--- src/rtl/irq_ctrl_pkg.sv ---
package irq_ctrl_pkg;

  // register index inside a bank, taken from address bits [4:2]
  typedef enum logic [2:0] {
    REG_PEND  = 3'd0,
    REG_MASK  = 3'd1,
    REG_ACK   = 3'd2,
    REG_MODE  = 3'd3,
    REG_POL   = 3'd4,
    REG_EPEND = 3'd5
  } reg_sel_e;

  localparam int NBANKS      = 2;
  localparam int BANK_BIT    = 5;   // 0x20 selects the fast bank
  localparam int SPACE_BITS  = 6;   // 0x00..0x3F is the decoded window
  localparam int NREGS       = 6;

endpackage

--- src/rtl/irq_sync.sv ---
module irq_sync #(
  parameter int W      = 32,
  parameter int STAGES = 2
) (
  input  logic         clk,
  input  logic         rst,
  input  logic [W-1:0] d_i,
  output logic [W-1:0] sync_o,
  output logic [W-1:0] prev_o
);

  localparam int NFLOPS = STAGES + 1;

  logic [W-1:0] chain [NFLOPS];

  genvar g;
  generate
    for (g = 0; g < NFLOPS; g++) begin : g_stage
      if (g == 0) begin : g_first
        always_ff @(posedge clk) begin
          if (rst) chain[g] <= '0;
          else     chain[g] <= d_i;
        end
      end else begin : g_next
        always_ff @(posedge clk) begin
          if (rst) chain[g] <= '0;
          else     chain[g] <= chain[g-1];
        end
      end
    end
  endgenerate

  assign sync_o = chain[STAGES-1];
  assign prev_o = chain[STAGES];

endmodule

--- src/rtl/irq_bank.sv ---
module irq_bank
  import irq_ctrl_pkg::*;
#(
  parameter int NSRC = 32
) (
  input  logic            clk,
  input  logic            rst,
  input  logic [NSRC-1:0] sync_i,
  input  logic [NSRC-1:0] prev_i,
  input  logic            wr_i,
  input  reg_sel_e        wsel_i,
  input  logic [NSRC-1:0] wdata_i,
  output logic [NSRC-1:0] pend_o,
  output logic [NSRC-1:0] epend_o,
  output logic [NSRC-1:0] mask_o,
  output logic [NSRC-1:0] mode_o,
  output logic [NSRC-1:0] pol_o,
  output logic            irq_o
);

  logic [NSRC-1:0] mask_q, mode_q, pol_q, latch_q;
  logic [NSRC-1:0] now_act, was_act, edge_hit, ack_bits, latch_d;
  logic            irq_q;

  // polarity-corrected view of the current and previous synchronized input
  assign now_act  = ~(sync_i ^ pol_q);
  assign was_act  = ~(prev_i ^ pol_q);
  assign edge_hit = now_act & ~was_act;

  assign ack_bits = (wr_i && wsel_i == REG_ACK) ? wdata_i : '0;
  // a new edge overrides an acknowledge in the same cycle
  assign latch_d  = mode_q & ((latch_q & ~ack_bits) | edge_hit);

  always_ff @(posedge clk) begin
    if (rst) begin
      mask_q  <= '0;
      mode_q  <= '0;
      pol_q   <= '0;
      latch_q <= '0;
    end else begin
      latch_q <= latch_d;
      if (wr_i) begin
        case (wsel_i)
          REG_MASK: mask_q <= wdata_i;
          REG_MODE: mode_q <= wdata_i;
          REG_POL:  pol_q  <= wdata_i;
          default:  ;
        endcase
      end
    end
  end

  assign pend_o  = (mode_q & latch_q) | (~mode_q & now_act);
  assign epend_o = pend_o & mask_q;
  assign mask_o  = mask_q;
  assign mode_o  = mode_q;
  assign pol_o   = pol_q;

  always_ff @(posedge clk) begin
    if (rst) irq_q <= 1'b0;
    else     irq_q <= |epend_o;
  end

  assign irq_o = irq_q;

endmodule

--- src/rtl/irq_dual_ctrl.sv ---
module irq_dual_ctrl
  import irq_ctrl_pkg::*;
#(
  parameter int NSRC = 32,
  parameter int DW   = 32,
  parameter int AW   = 8
) (
  input  logic            clk,
  input  logic            rst,
  input  logic [NSRC-1:0] src_i,
  input  logic            bus_wr,
  input  logic            bus_rd,
  input  logic [AW-1:0]   bus_addr,
  input  logic [DW-1:0]   bus_wdata,
  output logic [DW-1:0]   bus_rdata,
  output logic            irq_n_o,
  output logic            irq_f_o
);

  localparam int UPPER_W = AW - SPACE_BITS;

  logic [NSRC-1:0] src_sync, src_prev;
  logic            addr_hit, bank_sel;
  reg_sel_e        rsel;
  logic [NSRC-1:0] pend  [NBANKS];
  logic [NSRC-1:0] epend [NBANKS];
  logic [NSRC-1:0] mask  [NBANKS];
  logic [NSRC-1:0] mode  [NBANKS];
  logic [NSRC-1:0] pol   [NBANKS];
  logic            irq   [NBANKS];
  logic [NSRC-1:0] rd_sel_val;
  logic [DW-1:0]   rdata_q;

  irq_sync #(.W(NSRC), .STAGES(2)) u_sync (
    .clk    (clk),
    .rst    (rst),
    .d_i    (src_i),
    .sync_o (src_sync),
    .prev_o (src_prev)
  );

  assign rsel     = reg_sel_e'(bus_addr[4:2]);
  assign bank_sel = bus_addr[BANK_BIT];
  assign addr_hit = (bus_addr[AW-1:SPACE_BITS] == UPPER_W'(0)) &&
                    (bus_addr[1:0] == 2'b00) &&
                    (int'(bus_addr[4:2]) < NREGS);

  genvar b;
  generate
    for (b = 0; b < NBANKS; b++) begin : g_bank
      logic bank_wr;
      assign bank_wr = bus_wr && addr_hit && (bank_sel == b[0]);
      irq_bank #(.NSRC(NSRC)) u_bank (
        .clk     (clk),
        .rst     (rst),
        .sync_i  (src_sync),
        .prev_i  (src_prev),
        .wr_i    (bank_wr),
        .wsel_i  (rsel),
        .wdata_i (bus_wdata[NSRC-1:0]),
        .pend_o  (pend[b]),
        .epend_o (epend[b]),
        .mask_o  (mask[b]),
        .mode_o  (mode[b]),
        .pol_o   (pol[b]),
        .irq_o   (irq[b])
      );
    end
  endgenerate

  always_comb begin
    rd_sel_val = '0;
    if (addr_hit) begin
      case (rsel)
        REG_PEND:  rd_sel_val = pend[bank_sel];
        REG_MASK:  rd_sel_val = mask[bank_sel];
        REG_MODE:  rd_sel_val = mode[bank_sel];
        REG_POL:   rd_sel_val = pol[bank_sel];
        REG_EPEND: rd_sel_val = epend[bank_sel];
        default:   rd_sel_val = '0;
      endcase
    end
  end

  always_ff @(posedge clk) begin
    if (rst)         rdata_q <= '0;
    else if (bus_rd) rdata_q <= DW'(rd_sel_val);
  end

  assign bus_rdata = rdata_q;
  assign irq_n_o   = irq[0];
  assign irq_f_o   = irq[1];

endmodule

--- config.mk ---
export PLATFORM = sky130hd
export DESIGN_NAME = irq_dual_ctrl
export DESIGN_NICKNAME = d
export VERILOG_FILES = /design/src/rtl/irq_ctrl_pkg.sv /design/src/rtl/irq_sync.sv /design/src/rtl/irq_bank.sv /design/src/rtl/irq_dual_ctrl.sv
export SDC_FILE = /design/constraint.sdc
export NUM_CORES = 1
export LEC_CHECK = 0
export BUFFER_PORTS_ARGS = -buffer_cell sky130_fd_sc_hd__buf_4
export CAP_MARGIN = 15
export CELL_PAD_IN_SITES_DETAIL_PLACEMENT = 1
export CELL_PAD_IN_SITES_GLOBAL_PLACEMENT = 1
export CORE_MARGIN = 3
export CORE_UTILIZATION = 45
export CTS_BUF_LIST = sky130_fd_sc_hd__clkbuf_2 sky130_fd_sc_hd__clkbuf_4 sky130_fd_sc_hd__clkbuf_8
export CTS_CLUSTER_DIAMETER = 50
export CTS_CLUSTER_SIZE = 25
export DETAILED_ROUTE_END_ITERATION = 8
export GPL_TIMING_DRIVEN = 0
export MAX_ROUTING_LAYER = met4
export PLACE_DENSITY = 0.87
export RECOVER_POWER = 25
export SYNTH_ARGS = -nofsm -noshare
export SYNTH_HDL_FRONTEND = slang
export SYNTH_SLANG_ARGS = --single-unit
--- constraint.sdc ---
create_clock -name clk -period 3.4 [get_ports clk]
set_input_delay 0.17 -clock clk [delete_from_list [all_inputs] [get_ports clk]]
set_output_delay 0.17 -clock clk [all_outputs]
set_load 0.02 [all_outputs]
==> results of run 1 <==
-- flip-flops by register name, indices dropped and copies added, names as in the netlist --
signal and cells:
g_bank.u_bank.mask_o 64, bus_rdata 32, u_sync.chain 96, g_bank.u_bank.latch_q 64, g_bank.u_bank.pol_o 64, g_bank.u_bank.irq_o 2
g_bank.u_bank.mode_o 64
-- worst paths after layout --
kind                      startpoint                      endpoint  slack, ps  cells after the start
hold reg to reg   u_sync.chain[0][4]            u_sync.chain[1][4]        440                      1
setup reg to reg  u_sync.chain[1][2]                  bus_rdata[2]        870                      5
setup / recovery         bus_addr[7]  g_bank[1].u_bank.latch_q[26]        740                      7
hold / removal           bus_addr[3]   g_bank[1].u_bank.mode_o[22]        150                      5
-- stage by stage --
stage               setup WS (ps)  cells  power (W)  hold slack, ps
CTS                         993.1   3086   0.009186           59.73
floorplan                    1751   2335   0.005070           298.2
global placement            329.6   2934   0.005396           379.7
finish                      743.6   3091   0.009240           146.2
global route                834.4   3090   0.009429           160.8
detailed placement          273.1   2937   0.005415           387.4
-- cells in the mapped netlist (all sizes together), types with 5 or more instances --
cell / instances / share of area [%]
o22ai: 30 / 1.0
and3: 7 / 0.23
o21a: 27 / 1.1
mux2i: 108 / 5.8
nor4: 20 / 0.75
a221oi: 35 / 1.7
a21o: 10 / 0.40
clkbuf: 81 / 1.6
o21ai: 74 / 2.0
nor3b: 109 / 4.4
nor2b: 134 / 4.5
o32ai: 5 / 0.23
nand3b: 7 / 0.28
nand2: 462 / 9.3
nor3: 46 / 1.3
nand4: 12 / 0.40
a22o: 7 / 0.33
nand2b: 45 / 1.5
and2: 6 / 0.20
a21oi: 313 / 8.4
and4: 5 / 0.23
dfxtp: 386 / 41
nand3: 90 / 2.4
nor2: 48 / 0.97
xor2: 44 / 2.1
a2111oi: 11 / 0.52
inv: 50 / 1.0
mux2: 5 / 0.30
buf: 91 / 2.6
xnor2: 20 / 0.94
a31oi: 5 / 0.17
-- timing repair --
item / CTS / global route
setup buffers: 0 / 0
hold buffers: 66 / 0
endpoints found under the hold margin: 254 / 0
gates resized for setup: 0 / 0
-- metal layers --
layer | GRT usage [%] | vias up
li1 | - | 8470
met4 | 26.21 | 0
met2 | 61.55 | 1234
met1 | 50.59 | 9864
met5 | - | -
met3 | 10.37 | 412
-- area by class of cell --
type | instances | area share, %
Antenna cell | 4 | 0.04654
Sequential cell | 386 | 35.93
Clock inverter | 30 | 1.577
Timing Repair Buffer | 144 | 5.329
Clock buffer | 53 | 3.363
Buffer | 172 | 3.694
Tap cell | 525 | 3.054
Inverter | 50 | 0.8727
Multi-Input combinational cell | 1727 | 46.13
-- power by group through the flow --
stage	Sequential [W]	Clock (W)	Combinational, W
4_1_cts	0.00461	0.00381	0.000762
6_report	0.00461	0.00382	0.000803
2_1_floorplan	0.00470	0	0.000368
5_1_grt	0.00462	0.00400	0.000812
3_5_place_dp	0.00472	0	0.000698
3_3_place_gp	0.00471	0	0.000684
-- critical path, stage by stage --
cell and delay (ps):
clkbuf_4 110, nor4_1 1010, nand4_1 440, nand2b_1 400, clkbuf_1 540, o21ai_0 410
a21oi_1 120
-- cells by family (layout without fill, tap and decap cells) --
kind of cell,Yosys count,count (layout)
mux,113,113
compound gates,551,551
buf+inv,222,449
xor+xnor,64,64
flops,386,386
other cells,0,4
simple gates,999,999
==> impl_metrics.yaml, run 1 <==
detailed_routing:
  detail_route.wl_per_cell_um: 29.86
  topRoutingLayerUsed: "met4"
  detail-route-antenna-nets: 0
  dr_wl_met2_um: 39890
  m1WireLength_um: 35310
  drc: 0
  dr.pass1.iters: 7
  drt_iter0_markers: 2407
  via_per_inst: 6.464
  dr_total_vias: 19980
  wl_um: 92290
  wl_met3_um: 10220
final_layout:
  multi_input_area_mm2: 0.009921
  drive_above_1_share_pct: 8.704
  final_cell_mix: "nand2_1, dfxtp_1, a21oi_1, nor2b_1, clkbuf_1"
  num-nets-final: 2602
  layout_commonest_cell: "nand2_1"
  regArea_mm2: 0.007727
  syn_to_final_growth_pct: 15.34
  fin_area_mm2: 0.02151
  fillers: 4988
  fin_util_pct: 53.27
clock_network:
  clockRootBuffer: "clkbuf_8"
  htreeDepth: 2
  cts_buffers: 45
  insertion_delay_ps: 670
  cts.sinks: 386
  clock_path_buffers: 3
  clk_pin_slew_worst_paths_ps: 90
  cts_tree: "built"
synth:
  syn_inst: 2335
  async_reset_ff_share_pct: 0
  synth.yosys.seq_area_share_pct: 41.44
  synth_compound_area_share_pct: 17.41
  syn-num-nets: 2411
  synthDistinctLibCells: 61
  synth_xor_area_share_pct: 3.006
  synth_mux_area_share_pct: 6.100
  ys_ff_latch: 386
  synthAdderAreaFrac_pct: 0
  synth-simple-area-share_pct: 26.77
  ys.flop_type: "dfxtp_1"
  synth_edf_count: 0
  yosysWarnings: 0
  synth_area_mm2: 0.01865
  synth_top_family_by_area: "simple AND/OR/NAND/NOR gates"
  syn_avg_cell_area_um2: 7.985
die:
  die_w_um: 209.6
  rows: 73
  die_area_mm2: 0.04391
  start_util_pct: 46.18
  pin_count: 110
  core_area_mm2: 0.04037
  die_y_um: 209.6
grt:
  grt_max_degree: 20
  gr-total-overflow: 0
  grt_usage_pct: 41.53
  antenna_found_initial: 3
  grt_pass1_wl_um: 131100
  grt_pass1_vias: 19860
timing:
  timing.final.crit_share_pct: 78.13
  setup_viol: 0
  rsz0062_at_grt: "no"
  hold_viol: 0
  maxSlewHeadroom_pct: 4.439
  fin_crit_ps: 2656
  slew_violations: 0
  tns_ps: 0
  fin_skew_ps: 25.53
  worstMarginPinSlew_ps: 1430
  timing.fmax_mhz: 376.4
power_and_ir_drop:
  vdd_drop_max_uv: 418.9
  internal_power_w: 0.006473
  leakagePower_nw: 7.645
  switching_share_pct: 29.95
  p_switching_w: 0.002767
  powerDensity_mw_per_mm2: 429.7
  pwr-share-seq_pct: 49.9
  p_clk_share_pct: 41.4
  p_comb_share_pct: 8.7
hold_path:
  hold_class: "in -> reg"
placement:
  portBuffers: 74
  dp_hpwl_um: 63720
  place_congestion: 1.061
  dpl_cell_area_mm2: 0.01990
outcome:
  status: "finished, final reports clean"
setup_path:
  worstSetupStartpointType: "input port"
  end_kind: "flop"
  critical_path_class: "in -> reg"
  cp_max_fo: 10
  critPathRequiredTime_ps: 3950
  arrival_ps: 3200
job:
  maxCapViolations: 0
No activity file was read; power rests on OpenSTA's default activity.
==> run 2: changes to the inputs <==
--- a/config.mk
+++ b/config.mk
@@ -10,7 +10,7 @@
 export CELL_PAD_IN_SITES_DETAIL_PLACEMENT = 1
 export CELL_PAD_IN_SITES_GLOBAL_PLACEMENT = 1
 export CORE_MARGIN = 3
-export CORE_UTILIZATION = 45
+export CORE_UTILIZATION = 43
 export CTS_BUF_LIST = sky130_fd_sc_hd__clkbuf_2 sky130_fd_sc_hd__clkbuf_4 sky130_fd_sc_hd__clkbuf_8
 export CTS_CLUSTER_DIAMETER = 50
 export CTS_CLUSTER_SIZE = 25
==> constraint.sdc (replaced) <==
create_clock -name clk -period 2.3 [get_ports clk]
set_input_delay 0.115 -clock clk [delete_from_list [all_inputs] [get_ports clk]]
set_output_delay 0.115 -clock clk [all_outputs]
set_load 0.02 [all_outputs]
==> run 2 against run 1 <==
- power is 52% higher
- critical path type is now reg -> reg
- sequential power is 48% higher
- global-route usage is 0.73 points higher
- critical endpoint is now g_bank[0].u_bank.irq_o
- routed wire length is 6.0% higher
- register-to-register slack worse by 860 ps
- critical path depth is 2 lower
- cell area is 1.1% higher
- clock-buffer cell count is 2 lower
- flip-flop and latch count stayed put
==> impl_metrics.yaml, run 2 (synthesized netlist as in run 1, its figures left out) <==
outcome:
  status: "finished, final reports clean"
clock_network:
  cts.sinks: 386
  clock_path_buffers: 3
  htreeDepth: 2
  clk_pin_slew_worst_paths_ps: 90
  cts_buffers: 46
  clockRootBuffer: "clkbuf_8"
  post_cts_buffers: 0
  insertion_delay_ps: 680
  cts_tree: "built"
grt:
  gr-total-overflow: 0
  grt_usage_pct: 42.26
  antenna_found_initial: 5
  grt_pass1_vias: 20040
  grt_max_degree: 20
  grt_pass1_wl_um: 138100
hold_path:
  hold_path_startpoint: "bus_addr[3]"
  hold_depth: 5
  hold_class: "in -> reg"
  min_to: "g_bank[1].u_bank.mode_o[22]"
final_layout:
  fin_cells: 3152
  final_cell_mix: "nand2_1, dfxtp_1, a21oi_1, nor2b_1, clkbuf_1"
  num-nets-final: 2606
  syn_to_final_growth_pct: 16.57
  largest_reg_flops: 96
  top_register: "u_sync.chain"
  drive_above_1_share_pct: 9.268
  layout_commonest_cell: "nand2_1"
detailed_routing:
  wl_um: 97830
  detail_route.wl_per_cell_um: 31.04
  detail-route-antenna-nets: 0
  dr.pass1.iters: 6
  dr_total_vias: 19910
  drc: 0
  via_per_inst: 6.317
  drt_iter0_markers: 2336
setup_path:
  cp_max_fo: 6
  critPathRequiredTime_ps: 2770
  critical_path_class: "reg -> reg"
  worstSetupStartpointType: "flop"
  end_kind: "flop"
  arrival_ps: 2760
  reg2reg_slack_ps: 10
  rr_worst_depth: 5
  reg2reg_to: "g_bank[0].u_bank.irq_o"
  r2r-start: "u_sync.chain[1][29]"
timing:
  rsz0062_at_grt: "no"
  worstMarginPinSlew_ps: 1357
  maxSlewHeadroom_pct: 9.535
  setup_viol: 0
  slew_violations: 0
  timing.fmax_mhz: 437.0
  hold_viol: 0
  timing.final.crit_share_pct: 99.49
  fin_crit_ps: 2288
  fin_skew_ps: 30.35
placement:
  portBuffers: 74
  place_congestion: 1.015
  dp_cells: 2990
  dp_hpwl_um: 67240
power_and_ir_drop:
  vdd_drop_max_uv: 475.3
  leakagePower_nw: 7.712
  power_w: 0.01405
  powerDensity_mw_per_mm2: 646.4
die:
  core_area_mm2: 0.04242
  rows: 75
  start_util_pct: 43.96
  die_area_mm2: 0.04590
  die_y_um: 214.2
  die_w_um: 214.2
  pin_count: 110
job:
  maxCapViolations: 0
## run 2: power breakdown
group / internal (W) / switching, W
Sequential: 0.00675 / 0.0000683
Combinational: 0.000391 / 0.000839
Clock: 0.00271 / 0.00329
Total: 0.00985 / 0.00420
## run 2: area by class of cell
type,instances,area (um2)
diodes,7,17.52
plain buffers,171,794.5
clock buffers,51,695.7
clock inverters,35,420.4
fillers,5308,20680
inverters,50,187.7
multi-input cells,1727,9977
flip-flops and latches,386,7727
well taps,577,721.9
repair buffers,148,1194
## run 2: worst max-delay path, cell delays in order (launching register included)
cell       delay, ps
dfxtp_1          490
xor2_1           510
a2bb2oi_1        260
nand4_1          220
nor4_1           370
a31oi_1          250
## run 2: worst max-delay path by stage
stage	from	to	slack, ps	cells after the start
after floorplan	u_sync.chain[1][0]	g_bank[1].u_bank.irq_o	650	5
after global placement	bus_addr[4]	g_bank[0].u_bank.pol_o[25]	-950	7
after detailed placement	bus_addr[5]	bus_rdata[27]	-710	7
after CTS	u_sync.chain[1][2]	bus_rdata[2]	20	5
after global routing	u_sync.chain[1][29]	g_bank[0].u_bank.irq_o	30	5
final	u_sync.chain[1][29]	g_bank[0].u_bank.irq_o	10	5
## run 2: metal layers
layer / vias up / wire length, um / global-route usage, % / share of wire [%]
met1: 9874 / 39400 / 52.23 / 40
met4: 0 / 6474 / 23.86 / 6.6
li1: 8482 / - / - / -
met3: 379 / 9511 / 10.36 / 9.7
met5: - / 0 / - / 0
met2: 1176 / 42440 / 63.21 / 43
## run 2: what timing repair did
item	CTS	global route
hold buffers	68	0
resized for setup	3	8
hold endpoints to repair	277	0
endpoints found under the setup margin	4	7
## run 2: through the flow
stage	TNS (ps)	hold WS (ps)	utilization, %	worst slack [ps]	cell area [um2]
after floorplan	0	243.2	-	650.6	18650
after global placement	-120850	323.6	46.97	-947.4	19920
after detailed placement	-33580	333.8	47.09	-708.8	19970
after CTS	0	119.4	51.35	20.30	21780
after global routing	0	185.1	51.23	25.42	21730
final	0	143.4	51.24	11.67	21740
